<file path="src/rtl/i2ct_pkg.sv">
package i2ct_pkg;

   localparam int BYTE_W = 8;
   localparam int BIT_CNT_W = 4;

   typedef enum logic [2:0] {
      ST_IDLE,
      ST_RX,
      ST_ACK,
      ST_TX,
      ST_TXACK
   } eng_st_t;

   typedef struct packed {
      logic start;
      logic stop;
      logic rise;
      logic fall;
   } bus_ev_t;

endpackage

</file>
<file path="src/rtl/i2ct_line_filter.sv">
module i2ct_line_filter #(
   parameter int SYNC_STAGES = 2,
   parameter int FILT_LEN    = 3
) (
   input  logic clk,
   input  logic rst_n,
   input  logic raw,
   output logic filt
);

   if (SYNC_STAGES < 2) begin : g_bad_sync
      $error("SYNC_STAGES must be at least 2");
   end
   if (FILT_LEN < 1) begin : g_bad_filt
      $error("FILT_LEN must be at least 1");
   end

   logic [SYNC_STAGES-1:0] sync_q;
   logic                   s_lvl;

   always_ff @(posedge clk or negedge rst_n) begin
      if (!rst_n) sync_q <= '1;
      else        sync_q <= {sync_q[SYNC_STAGES-2:0], raw};
   end

   assign s_lvl = sync_q[SYNC_STAGES-1];

   if (FILT_LEN == 1) begin : g_pass
      always_ff @(posedge clk or negedge rst_n) begin
         if (!rst_n) filt <= 1'b1;
         else        filt <= s_lvl;
      end
   end else begin : g_run
      logic [FILT_LEN-1:0] hist;
      always_ff @(posedge clk or negedge rst_n) begin
         if (!rst_n) begin
            hist <= '1;
            filt <= 1'b1;
         end else begin
            hist <= {hist[FILT_LEN-2:0], s_lvl};
            if (&hist)       filt <= 1'b1;
            else if (~|hist) filt <= 1'b0;
         end
      end
   end

   // filtered level only moves toward a level the synchronizer already showed
   p_rise_follows_r9: assert property (@(posedge clk) disable iff (!rst_n)
      $rose(filt) |-> $past(s_lvl));
   p_fall_follows_r9: assert property (@(posedge clk) disable iff (!rst_n)
      $fell(filt) |-> !$past(s_lvl));

endmodule

</file>
<file path="src/rtl/i2ct_cond_detect.sv">
module i2ct_cond_detect
   import i2ct_pkg::*;
(
   input  logic    clk,
   input  logic    rst_n,
   input  logic    scl_f,
   input  logic    sda_f,
   output bus_ev_t ev
);

   logic scl_p, sda_p;

   always_ff @(posedge clk or negedge rst_n) begin
      if (!rst_n) begin
         scl_p <= 1'b1;
         sda_p <= 1'b1;
      end else begin
         scl_p <= scl_f;
         sda_p <= sda_f;
      end
   end

   always_comb begin
      ev.start = scl_f & scl_p & sda_p & ~sda_f;
      ev.stop  = scl_f & scl_p & ~sda_p & sda_f;
      ev.rise  = scl_f & ~scl_p;
      ev.fall  = ~scl_f & scl_p;
   end

   p_cond_excl_r1: assert property (@(posedge clk) disable iff (!rst_n)
      !(ev.start && ev.stop));
   p_cond_not_edge_r1: assert property (@(posedge clk) disable iff (!rst_n)
      (ev.start || ev.stop) |-> !(ev.rise || ev.fall));

endmodule

</file>
<file path="src/rtl/i2ct_scl_watchdog.sv">
module i2ct_scl_watchdog #(
   parameter int TMO_CYC = 1750000
) (
   input  logic clk,
   input  logic rst_n,
   input  logic scl_f,
   output logic tmo
);

   if (TMO_CYC < 16) begin : g_bad_tmo
      $error("TMO_CYC must be at least 16");
   end

   localparam int CW = $clog2(TMO_CYC + 1);
   localparam logic [CW-1:0] LIMIT   = CW'(TMO_CYC);
   localparam logic [CW-1:0] LAST_LO = CW'(TMO_CYC - 1);

   logic [CW-1:0] low_cnt;

   always_ff @(posedge clk or negedge rst_n) begin
      if (!rst_n) begin
         low_cnt <= '0;
         tmo     <= 1'b0;
      end else begin
         tmo <= 1'b0;
         if (scl_f) begin
            low_cnt <= '0;
         end else if (low_cnt != LIMIT) begin
            low_cnt <= low_cnt + 1'b1;
            if (low_cnt == LAST_LO) tmo <= 1'b1;
         end
      end
   end

   p_high_clears_r8: assert property (@(posedge clk) disable iff (!rst_n)
      scl_f |=> (low_cnt == '0));
   p_single_pulse_r7: assert property (@(posedge clk) disable iff (!rst_n)
      tmo |=> !tmo);
   p_tmo_only_low_r7: assert property (@(posedge clk) disable iff (!rst_n)
      tmo |-> !$past(scl_f));

endmodule

</file>
<file path="src/rtl/i2ct_target.sv">
module i2ct_target
   import i2ct_pkg::*;
#(
   parameter logic [6:0] TGT_ADDR    = 7'h2A,
   parameter int         PTR_W       = 8,
   parameter int         SYNC_STAGES = 2,
   parameter int         FILT_LEN    = 3,
   parameter int         TMO_CYC     = 1750000
) (
   input  logic              clk,
   input  logic              rst_n,
   input  logic              scl_in,
   input  logic              sda_in,
   output logic              sda_oe,
   output logic [PTR_W-1:0]  reg_addr,
   output logic              reg_we,
   output logic [BYTE_W-1:0] reg_wdata,
   output logic              reg_re,
   input  logic [BYTE_W-1:0] reg_rdata
);

   if (PTR_W < 1 || PTR_W > 16) begin : g_bad_ptr
      $error("PTR_W must lie in 1..16");
   end

   localparam int N_LINES = 2;
   localparam logic [BIT_CNT_W-1:0] LAST_RX = BIT_CNT_W'(BYTE_W);
   localparam logic [BIT_CNT_W-1:0] LAST_TX = BIT_CNT_W'(BYTE_W - 1);

   // line conditioning: index 0 = SCL, index 1 = SDA
   logic [N_LINES-1:0] raw_lines, filt_lines;
   assign raw_lines = {sda_in, scl_in};

   for (genvar g = 0; g < N_LINES; g++) begin : g_line
      i2ct_line_filter #(
         .SYNC_STAGES (SYNC_STAGES),
         .FILT_LEN    (FILT_LEN)
      ) u_filt (
         .clk   (clk),
         .rst_n (rst_n),
         .raw   (raw_lines[g]),
         .filt  (filt_lines[g])
      );
   end

   logic scl_f, sda_f;
   assign scl_f = filt_lines[0];
   assign sda_f = filt_lines[1];

   bus_ev_t ev;

   i2ct_cond_detect u_cond (
      .clk   (clk),
      .rst_n (rst_n),
      .scl_f (scl_f),
      .sda_f (sda_f),
      .ev    (ev)
   );

   logic tmo;

   i2ct_scl_watchdog #(
      .TMO_CYC (TMO_CYC)
   ) u_wdog (
      .clk   (clk),
      .rst_n (rst_n),
      .scl_f (scl_f),
      .tmo   (tmo)
   );

   // protocol engine state
   eng_st_t              st;
   logic [BIT_CNT_W-1:0] bit_cnt;
   logic [BYTE_W-1:0]    shreg;
   logic                 addr_phase;
   logic                 ptr_valid;
   logic                 rd_dir;
   logic                 ctl_nack;
   logic [PTR_W-1:0]     ptr;

   logic byte_done, addr_hit, wr_strobe, fetch;

   assign byte_done = (st == ST_RX) && ev.fall && (bit_cnt == LAST_RX);
   assign addr_hit  = (shreg[BYTE_W-1:1] == TGT_ADDR);
   assign wr_strobe = byte_done && !addr_phase && ptr_valid;
   assign fetch     = ev.fall &&
                      (((st == ST_ACK) && rd_dir) ||
                       ((st == ST_TXACK) && !ctl_nack));

   always_ff @(posedge clk or negedge rst_n) begin
      if (!rst_n) begin
         st         <= ST_IDLE;
         bit_cnt    <= '0;
         shreg      <= '0;
         addr_phase <= 1'b0;
         ptr_valid  <= 1'b0;
         rd_dir     <= 1'b0;
         ctl_nack   <= 1'b1;
         ptr        <= '0;
         sda_oe     <= 1'b0;
      end else if (tmo) begin
         st     <= ST_IDLE;
         sda_oe <= 1'b0;
      end else if (ev.start) begin
         st         <= ST_RX;
         bit_cnt    <= '0;
         addr_phase <= 1'b1;
         ptr_valid  <= 1'b0;
         rd_dir     <= 1'b0;
         sda_oe     <= 1'b0;
      end else if (ev.stop) begin
         st     <= ST_IDLE;
         sda_oe <= 1'b0;
      end else begin
         unique case (st)
            ST_IDLE: ;
            ST_RX: begin
               if (ev.rise && bit_cnt != LAST_RX) begin
                  shreg   <= {shreg[BYTE_W-2:0], sda_f};
                  bit_cnt <= bit_cnt + 1'b1;
               end else if (byte_done) begin
                  if (addr_phase) begin
                     addr_phase <= 1'b0;
                     if (addr_hit) begin
                        rd_dir <= shreg[0];
                        sda_oe <= 1'b1;
                        st     <= ST_ACK;
                     end else begin
                        st <= ST_IDLE;
                     end
                  end else begin
                     if (!ptr_valid) begin
                        ptr       <= PTR_W'(shreg);
                        ptr_valid <= 1'b1;
                     end else begin
                        ptr <= ptr + 1'b1;
                     end
                     sda_oe <= 1'b1;
                     st     <= ST_ACK;
                  end
               end
            end
            ST_ACK: begin
               if (ev.fall) begin
                  bit_cnt <= '0;
                  if (rd_dir) begin
                     shreg  <= reg_rdata;
                     sda_oe <= ~reg_rdata[BYTE_W-1];
                     ptr    <= ptr + 1'b1;
                     st     <= ST_TX;
                  end else begin
                     sda_oe <= 1'b0;
                     st     <= ST_RX;
                  end
               end
            end
            ST_TX: begin
               if (ev.fall) begin
                  if (bit_cnt == LAST_TX) begin
                     sda_oe  <= 1'b0;
                     bit_cnt <= '0;
                     st      <= ST_TXACK;
                  end else begin
                     shreg   <= {shreg[BYTE_W-2:0], 1'b0};
                     sda_oe  <= ~shreg[BYTE_W-2];
                     bit_cnt <= bit_cnt + 1'b1;
                  end
               end
            end
            ST_TXACK: begin
               if (ev.rise) begin
                  ctl_nack <= sda_f;
               end else if (ev.fall) begin
                  if (ctl_nack) begin
                     st <= ST_IDLE;
                  end else begin
                     shreg   <= reg_rdata;
                     sda_oe  <= ~reg_rdata[BYTE_W-1];
                     ptr     <= ptr + 1'b1;
                     bit_cnt <= '0;
                     st      <= ST_TX;
                  end
               end
            end
            default: st <= ST_IDLE;
         endcase
      end
   end

   assign reg_addr  = ptr;
   assign reg_we    = wr_strobe && !tmo && !ev.start && !ev.stop;
   assign reg_wdata = shreg;
   assign reg_re    = fetch && !tmo && !ev.start && !ev.stop;

   p_we_re_excl_r3: assert property (@(posedge clk) disable iff (!rst_n)
      !(reg_we && reg_re));
   p_wptr_step_r3: assert property (@(posedge clk) disable iff (!rst_n)
      reg_we |=> (reg_addr == PTR_W'($past(reg_addr) + 1'b1)));
   p_rptr_step_r4: assert property (@(posedge clk) disable iff (!rst_n)
      reg_re |=> (reg_addr == PTR_W'($past(reg_addr) + 1'b1)));
   p_oe_scl_low_r2: assert property (@(posedge clk) disable iff (!rst_n)
      !$stable(sda_oe) |-> !$past(scl_f));
   p_stop_release_r1: assert property (@(posedge clk) disable iff (!rst_n)
      ev.stop |=> !sda_oe);
   p_tmo_release_r7: assert property (@(posedge clk) disable iff (!rst_n)
      tmo |=> !sda_oe);
   p_tmo_no_strobe_r7: assert property (@(posedge clk) disable iff (!rst_n)
      tmo |-> !(reg_we || reg_re));

endmodule

</file>
<file path="config.mk">
export PLATFORM = sky130hd
export DESIGN_NAME = i2ct_target
export DESIGN_NICKNAME = d
export VERILOG_FILES = /design/src/rtl/i2ct_pkg.sv /design/src/rtl/i2ct_line_filter.sv /design/src/rtl/i2ct_cond_detect.sv /design/src/rtl/i2ct_scl_watchdog.sv /design/src/rtl/i2ct_target.sv
export SDC_FILE = /design/constraint.sdc
export NUM_CORES = 1
export LEC_CHECK = 0
export ABC_CLOCK_PERIOD_IN_PS = 3800
export BUFFER_PORTS_ARGS = -buffer_cell sky130_fd_sc_hd__buf_2
export CAP_MARGIN = 20
export CELL_PAD_IN_SITES_DETAIL_PLACEMENT = 0
export CELL_PAD_IN_SITES_GLOBAL_PLACEMENT = 2
export CORE_UTILIZATION = 41
export DETAILED_ROUTE_END_ITERATION = 6
export PLACE_DENSITY_LB_ADDON = 0.2
export SETUP_SLACK_MARGIN = 0.02
export SLEW_MARGIN = 20
export SYNTH_ARGS = -nofsm -noshare
export SYNTH_HDL_FRONTEND = slang
export SYNTH_SLANG_ARGS = --single-unit
</file>
<file path="constraint.sdc">
create_clock -name clk -period 3.8 [get_ports clk]
set_clock_uncertainty 0.05 [all_clocks]
set_input_delay 1.14 -clock clk [delete_from_list [all_inputs] [get_ports clk]]
set_output_delay 1.14 -clock clk [all_outputs]
set_load 0.05 [all_outputs]
</file>
==> results of run 1 <==
[report_power, final]
part,total [µW],internal (µW),switching [µW]
logic,354,126,228
clock network,721,437,284
registers,832,747,85.6
[cell type report]
class | count | area (µm²)
clock buffers | 9 | 124
clock inverters | 7 | 119
fillers | 804 | 4220
inverters | 17 | 63.8
multi-input cells | 263 | 1740
flip-flops and latches | 64 | 1620
well taps | 105 | 131
repair buffers | 36 | 208
[layer usage]
metal  track usage, %  wire [µm]  vias up
met5                0          0        -
met4             5.51         84        0
met3             4.61        286        7
met2             31.8       3820       56
met1             26.1       3670     1348
li1                 -          -     1358
[final timing paths]
path	end	slack (ps)	startpoint
worst max register to register	reg_wdata[5]	1160	g_line[0].u_filt.filt
worst max-delay path	reg_we	210	st[1]
min in group asynchronous	st[0]	810	rst_n
worst min-delay path	g_line[1].u_filt.sync_q[1]	310	g_line[1].u_filt.sync_q[0]
max in group asynchronous	u_wdog.low_cnt[9]	2240	rst_n
worst min register to register	g_line[1].u_filt.sync_q[1]	310	g_line[1].u_filt.sync_q[0]
[flip-flops by register name (all words and copies together) (netlist names)]
signal / flops
u_wdog.low_cnt: 21
u_cond.sda_p: 1
ptr_valid: 1
reg_wdata: 8
sda_oe: 1
g_line.u_filt.filt: 2
u_wdog.tmo: 1
g_line.u_filt.g_run.hist: 6
addr_phase: 1
bit_cnt: 4
reg_addr: 8
g_line.u_filt.sync_q: 4
u_cond.scl_p: 1
ctl_nack: 1
st: 3
rd_dir: 1
[per-stage QoR]
stage / utilization [%] / instances / worst slack [ps] / area (µm²)
finish: 48.7 / 501 / 206 / 4000
global route: 48.7 / 501 / 63.6 / 4000
CTS: 48.7 / 501 / 177 / 4000
detailed placement: 45.7 / 485 / 564 / 3760
global placement: 45.7 / 485 / 594 / 3760
floorplan: - / 358 / 90.1 / 3490
[placed cells by master (no fill, tap or decap), drive strengths merged, types with 6 or more instances in the layout]
cell    synthesis  layout
clkbuf          8       9
nand3          15      15
or3b            6       6
mux2           13      13
dfstp          15      15
nor2           31      31
nor4            8       8
buf             6      36
mux2i           7       7
xnor2          13      13
o21ai          23      23
nand2          33      33
dfrtp          49      49
a21oi          27      27
inv            17      18
nor3            6       6
[cell families after synthesis]
family,synth area share [%]
AND/OR/NAND/NOR,23.3
AO/OA/AOI/OAI,14.5
flip-flops,46.5
buffers and inverters,3.77
multiplexers,6.21
XOR/XNOR,4.02
adder cells (fa/ha/maj),1.79
[critical path: stages, from the launching register on]
cell and delay [ps]:
sky130_fd_sc_hd__dfrtp_1 510, sky130_fd_sc_hd__or3b_4 460, sky130_fd_sc_hd__or4_1 560, sky130_fd_sc_hd__nor2_1 140, sky130_fd_sc_hd__and2_1 130, sky130_fd_sc_hd__buf_2 250
==> insert_results.sql, run 1 <==
INSERT INTO impl_metrics (metric_group, metric, value, unit) VALUES
('outcome', 'status', 'completed', ''),
('yosys', 'yosys.area.top_type', 'sky130_fd_sc_hd__dfrtp_1', ''),
('detailed_routing', 'drt-total-wl', '7860', 'µm'),
('detailed_routing', 'detail_route.vias_per_cell', '5.53', ''),
('yosys', 'synth_top_flop_cell', 'sky130_fd_sc_hd__dfrtp_1', ''),
('timing', 'final_max_slew_viol_count', '0', ''),
('cts', 'cts.path.max_buffers', '2', ''),
('yosys', 'synth-async-reset-ratio', '100', '%'),
('global_routing', 'antenna_violations_before_repair', '0', ''),
('global_routing', 'groute.usage.overall', '19.6', '%'),
('yosys', 'synth_commonest_cells', '49 x sky130_fd_sc_hd__dfrtp_1, 33 x sky130_fd_sc_hd__nand2_1, 30 x sky130_fd_sc_hd__nor2_1', ''),
('floorplan', 'chipWidth', '94.2', 'µm'),
('cts', 'clock_tree_from_tritoncts', 'built', ''),
('timing', 'fmax', '278', 'MHz'),
('placement', 'buffer_ports.inserted', '30', ''),
('floorplan', 'num_ports', '31', ''),
('yosys', 'syn-cell-area', '3490', 'µm²'),
('timing', 'final.min_clock_period', '3590', 'ps'),
('worst_hold_path', 'min_path_cells', '0', ''),
('detailed_routing', 'detailedRoute.firstPassIterationCount', '4', ''),
('critical_path', 'worst_ep_arrival_time', '2400', 'ps'),
('floorplan', 'floorplan.initialDensity', '42.4', '%'),
('power_and_ir_drop', 'total_power', '1910', 'µW'),
('detailed_routing', 'routedWlPerCell', '15.7', 'µm'),
('timing', 'slew-limit-headroom', '43.1', '%'),
('cts', 'numClockSinks', '64', ''),
('power_and_ir_drop', 'p_leak', '0.00168', 'µW'),
('global_routing', 'grt_start_max_net_pins', '36', ''),
('job', 'maxCapViolCount', '0', ''),
('floorplan', 'core.rowCount', '33', ''),
('power_and_ir_drop', 'vdd_ir_drop_max', '0.212', 'mV'),
('timing', 'final_min_period_over_clock_period', '94.6', '%'),
('critical_path', 'timing.critical_path.required', '2610', 'ps'),
('global_routing', 'overflow', '0', ''),
('cts', 'cts_root_buf', 'sky130_fd_sc_hd__clkbuf_8', ''),
('yosys', 'post_synth_main_area_contributors', 'sky130_fd_sc_hd__dfrtp_1 35%, sky130_fd_sc_hd__dfstp_2 11%, sky130_fd_sc_hd__mux2_2 4.2%', ''),
('critical_path', 'setup.worst_path.start_class', 'register', ''),
('critical_path', 'critPathMaxFanout', '13', ''),
('finish', 'final_layout_size_suffix_gt1_share', '23.7', '%'),
('yosys', 'synth_enable_flop_cells', '0', ''),
('detailed_routing', 'ant_nets', '0', ''),
('placement', 'finalWeightedCongestion', '0.870', ''),
('cts', 'cts-buffers-inserted', '9', ''),
('timing', 'fin_worst_hold_slack', '307', 'ps'),
('yosys', 'ys.warnings.count', '0', ''),
('finish', 'final_nets', '408', ''),
('floorplan', 'design.die.area', '8880', 'µm²'),
('timing', 'finalSetupViolCount', '0', ''),
('critical_path', 'length_in_cells_of_the_worst_reg_to_reg_path', '5', ''),
('cts', 'clk-insertion-delay-late', '340', 'ps'),
('cts', 'post-cts-setup-buffer-count', '0', ''),
('detailed_routing', 'drc', '0', ''),
('timing', 'rsz0062_at_grt', 'false', ''),
('yosys', 'synth_cell_types', '62', ''),
('timing', 'hold_viol', '0', ''),
('timing', 'worst-slew-pin-transition', '851', 'ps'),
('cts', 'cts_hold_repair.buffers', '0', ''),
('critical_path', 'worst_setup_path_end_kind', 'primary output', ''),
('global_routing', 'first_global_vias', '2572', ''),
('power_and_ir_drop', 'power_density', '477', 'nW/µm²'),
('detailed_routing', 'drtIter0Drc', '141', ''),
('worst_hold_path', 'worstHoldPathType', 'register to register', ''),
('yosys', 'gate_count_after_technology_mapping', '358', ''),
('yosys', 'synth_area_per_cell', '9.74', 'µm²'),
('yosys', 'mappedNetlistNets', '375', ''),
('critical_path', 'critPathKind', 'register to primary output', ''),
('detailed_routing', 'detailroute.via_count', '2769', ''),
('timing', 'final.setup.tns', '0', 'ps'),
('cts', 'cts_clk_pin_slew_worst_paths', '80', 'ps'),
('finish', 'antenna-diode-count', '0', ''),
('finish', 'flow.area_growth_from_synthesis', '14.7', '%'),
('placement', 'dpl.hpwl', '5530', 'µm'),
('floorplan', 'die_y', '94.2', 'µm'),
('floorplan', 'core-area', '8220', 'µm²'),
('cts', 'clock_tree.htree_level_count', '3', ''),
('cts', 'cts_resized', '0', ''),
('yosys', 'netlist.area_leader.share', '35.2', '%'),
('global_routing', 'grt_first_pass_wirelength', '13200', 'µm'),
('yosys', 'post-synth-top-count-cell', 'sky130_fd_sc_hd__dfrtp_1', ''),
('yosys', 'synth_sequential_area_ratio', '46.5', '%'),
('yosys', 'synth_seq_cells', '64', '');
(Power assumes the default switching activity.)
==> run 2, diff against run 1 <==
==> constraint.sdc (replaced) <==
create_clock -name clk -period 3.8 [get_ports clk]
set_clock_uncertainty 0.05 [all_clocks]
set_input_delay 1.14 -clock clk [delete_from_list [all_inputs] [get_ports clk]]
set_output_delay 1.14 -clock clk [all_outputs]
set_load 0.02 [all_outputs]
==> run 2 against run 1 <==
Net effect:
- hold slack about the same
- largest cell class unchanged
- first-iteration DRC count decreased by 26%
- final cell count unchanged
- highest routed layer unchanged
- combinational power decreased by 18%
- flip-flop and latch count unchanged
- clock-buffer cell count increased by 2
- total power decreased by 14%
- sequential share of layout area increased by 0.71 points
- non-clock buffer count unchanged
==> insert_results.sql, run 2 (same netlist as run 1, synthesis figures left out) <==
INSERT INTO impl_metrics (metric_group, metric, value, unit) VALUES
('global_routing', 'antenna_violations_before_repair', '0', ''),
('floorplan', 'floorplan.initialDensity', '42.4', '%'),
('detailed_routing', 'ant_nets', '0', ''),
('timing', 'final.setup.tns', '0', 'ps'),
('global_routing', 'groute.usage.overall', '19.4', '%'),
('power_and_ir_drop', 'vdd_ir_drop_max', '0.194', 'mV'),
('job', 'maxCapViolCount', '0', ''),
('critical_path', 'worst_ep_arrival_time', '2300', 'ps'),
('timing', 'final.min_clock_period', '3490', 'ps'),
('detailed_routing', 'drtIter0Drc', '104', ''),
('floorplan', 'core-area', '8220', 'µm²'),
('timing', 'fmax', '287', 'MHz'),
('finish', 'final_nets', '408', ''),
('finish', 'final_layout_size_suffix_gt1_share', '23.7', '%'),
('critical_path', 'cp_cell_sequence', 'or3b_4, or4_1, nor2_1, and2_1, buf_2', ''),
('critical_path', 'cpMaxStageDelayCell', 'sky130_fd_sc_hd__or4_1', ''),
('critical_path', 'rrSetupSlack', '1180', 'ps'),
('timing', 'final_min_period_over_clock_period', '91.9', '%'),
('detailed_routing', 'detailroute.via_count', '2702', ''),
('worst_hold_path', 'worstHoldPathType', 'register to register', ''),
('timing', 'slew-limit-headroom', '37.3', '%'),
('detailed_routing', 'detail_route.vias_per_cell', '5.39', ''),
('floorplan', 'design.die.area', '8880', 'µm²'),
('detailed_routing', 'drc', '0', ''),
('finish', 'layout_common_cells', '49 x sky130_fd_sc_hd__dfrtp_1, 33 x sky130_fd_sc_hd__nand2_1, 30 x sky130_fd_sc_hd__nor2_1, 30 x sky130_fd_sc_hd__buf_2, 25 x sky130_fd_sc_hd__a21oi_1', ''),
('detailed_routing', 'detailedRoute.firstPassIterationCount', '5', ''),
('power_and_ir_drop', 'power_density', '419', 'nW/µm²'),
('cts', 'cts_root_buf', 'sky130_fd_sc_hd__clkbuf_8', ''),
('outcome', 'status', 'completed', ''),
('cts', 'numClockSinks', '64', ''),
('cts', 'cts-buffers-inserted', '9', ''),
('placement', 'finalWeightedCongestion', '0.860', ''),
('timing', 'final_max_slew_viol_count', '0', ''),
('placement', 'post_dp_cell_area', '3760', 'µm²'),
('timing', 'finalSetupViolCount', '0', ''),
('placement', 'buffer_ports.inserted', '30', ''),
('cts', 'cts_resized', '0', ''),
('cts', 'clk-insertion-delay-late', '340', 'ps'),
('cts', 'cts_clk_pin_slew_worst_paths', '70', 'ps'),
('placement', 'dpl.hpwl', '5400', 'µm'),
('critical_path', 'critPathMaxFanout', '13', ''),
('critical_path', 'timing.critical_path.required', '2610', 'ps'),
('power_and_ir_drop', 'p_leak', '0.00164', 'µW'),
('finish', 'flow.area_growth_from_synthesis', '12.8', '%'),
('floorplan', 'num_ports', '31', ''),
('finish', 'antenna-diode-count', '0', ''),
('floorplan', 'chipWidth', '94.2', 'µm'),
('cts', 'cts.path.max_buffers', '2', ''),
('global_routing', 'overflow', '0', ''),
('timing', 'worst-slew-pin-transition', '938', 'ps'),
('critical_path', 'setup.worst_path.start_class', 'register', ''),
('cts', 'cts_hold_repair.buffers', '0', ''),
('cts', 'clock_tree_from_tritoncts', 'built', ''),
('global_routing', 'grt_start_max_net_pins', '36', ''),
('timing', 'hold_viol', '0', ''),
('detailed_routing', 'drt-total-wl', '7620', 'µm'),
('global_routing', 'first_global_vias', '2662', ''),
('floorplan', 'core.rowCount', '33', ''),
('global_routing', 'grt_first_pass_wirelength', '13200', 'µm'),
('critical_path', 'crit_path_max_incr_delay', '560', 'ps'),
('detailed_routing', 'routedWlPerCell', '15.2', 'µm'),
('timing', 'rsz0062_at_grt', 'false', ''),
('finish', 'top_register', 'u_wdog.low_cnt', ''),
('cts', 'clock_tree.htree_level_count', '3', ''),
('finish', 'number_of_flip_flops_under_the_largest_register_name', '21', ''),
('critical_path', 'worst_setup_path_end_kind', 'primary output', ''),
('finish', 'layout.cells.most_common', 'sky130_fd_sc_hd__dfrtp_1', ''),
('floorplan', 'die_y', '94.2', 'µm'),
('critical_path', 'critPathKind', 'register to primary output', ''),
('finish', 'post-route-cell-area', '3930', 'µm²'),
('cts', 'post-cts-setup-buffer-count', '0', '');
run 2: layer usage:
metal / up-vias / share of wire [%] / global-route usage (%)
met4: 0 / 1.4 / 6.54
met5: - / 0 / 0
met1: 1290 / 47 / 25.2
met3: 10 / 2.6 / 3.16
met2: 39 / 49 / 32.5
li1: 1363 / - / -
run 2: area by class of cell:
cell class | instances | area (µm²)
fill | 791 | 4280
timing repair buffer | 36 | 208
inverter | 17 | 63.8
clock inverter | 5 | 32.5
multi-input combinational | 263 | 1740
clock buffer | 11 | 141
tap | 105 | 131
sequential | 64 | 1620
run 2: path summary, 6_finish.rpt:
path / start / to / depth (start not counted)
worst max register to register: g_line[0].u_filt.filt / reg_wdata[5] / 5
min in group asynchronous: rst_n / st[0] / 1
max in group asynchronous: rst_n / u_wdog.low_cnt[20] / 2
worst max-delay path: st[1] / reg_we / 5
worst min register to register: g_line[1].u_filt.sync_q[1] / g_line[1].u_filt.g_run.hist[0] / 0
worst min-delay path: g_line[1].u_filt.sync_q[1] / g_line[1].u_filt.g_run.hist[0] / 0
run 2: critical path: cells and delay by family, from the launching register on:
kind,cells,cell delay (ps)
AND/OR/NAND/NOR,4,1300
flip-flops,1,510
buffers and inverters,1,150
run 2: through the flow:
step	std cells	power, µW	hold WS (ps)	utilization, %	setup WS [ps]
6_report	501	1650	307	47.9	310
5_1_grt	501	1740	309	47.9	186
4_1_cts	501	1670	308	47.9	296
3_5_place_dp	485	1140	297	45.7	673
3_3_place_gp	485	1130	295	45.7	696
2_1_floorplan	358	1030	295	-	724
run 2: power by group:
part           internal [µW]  total [µW]  switching, µW
logic                    126         290            164
registers                747         833           86.1
clock network            252         525            273
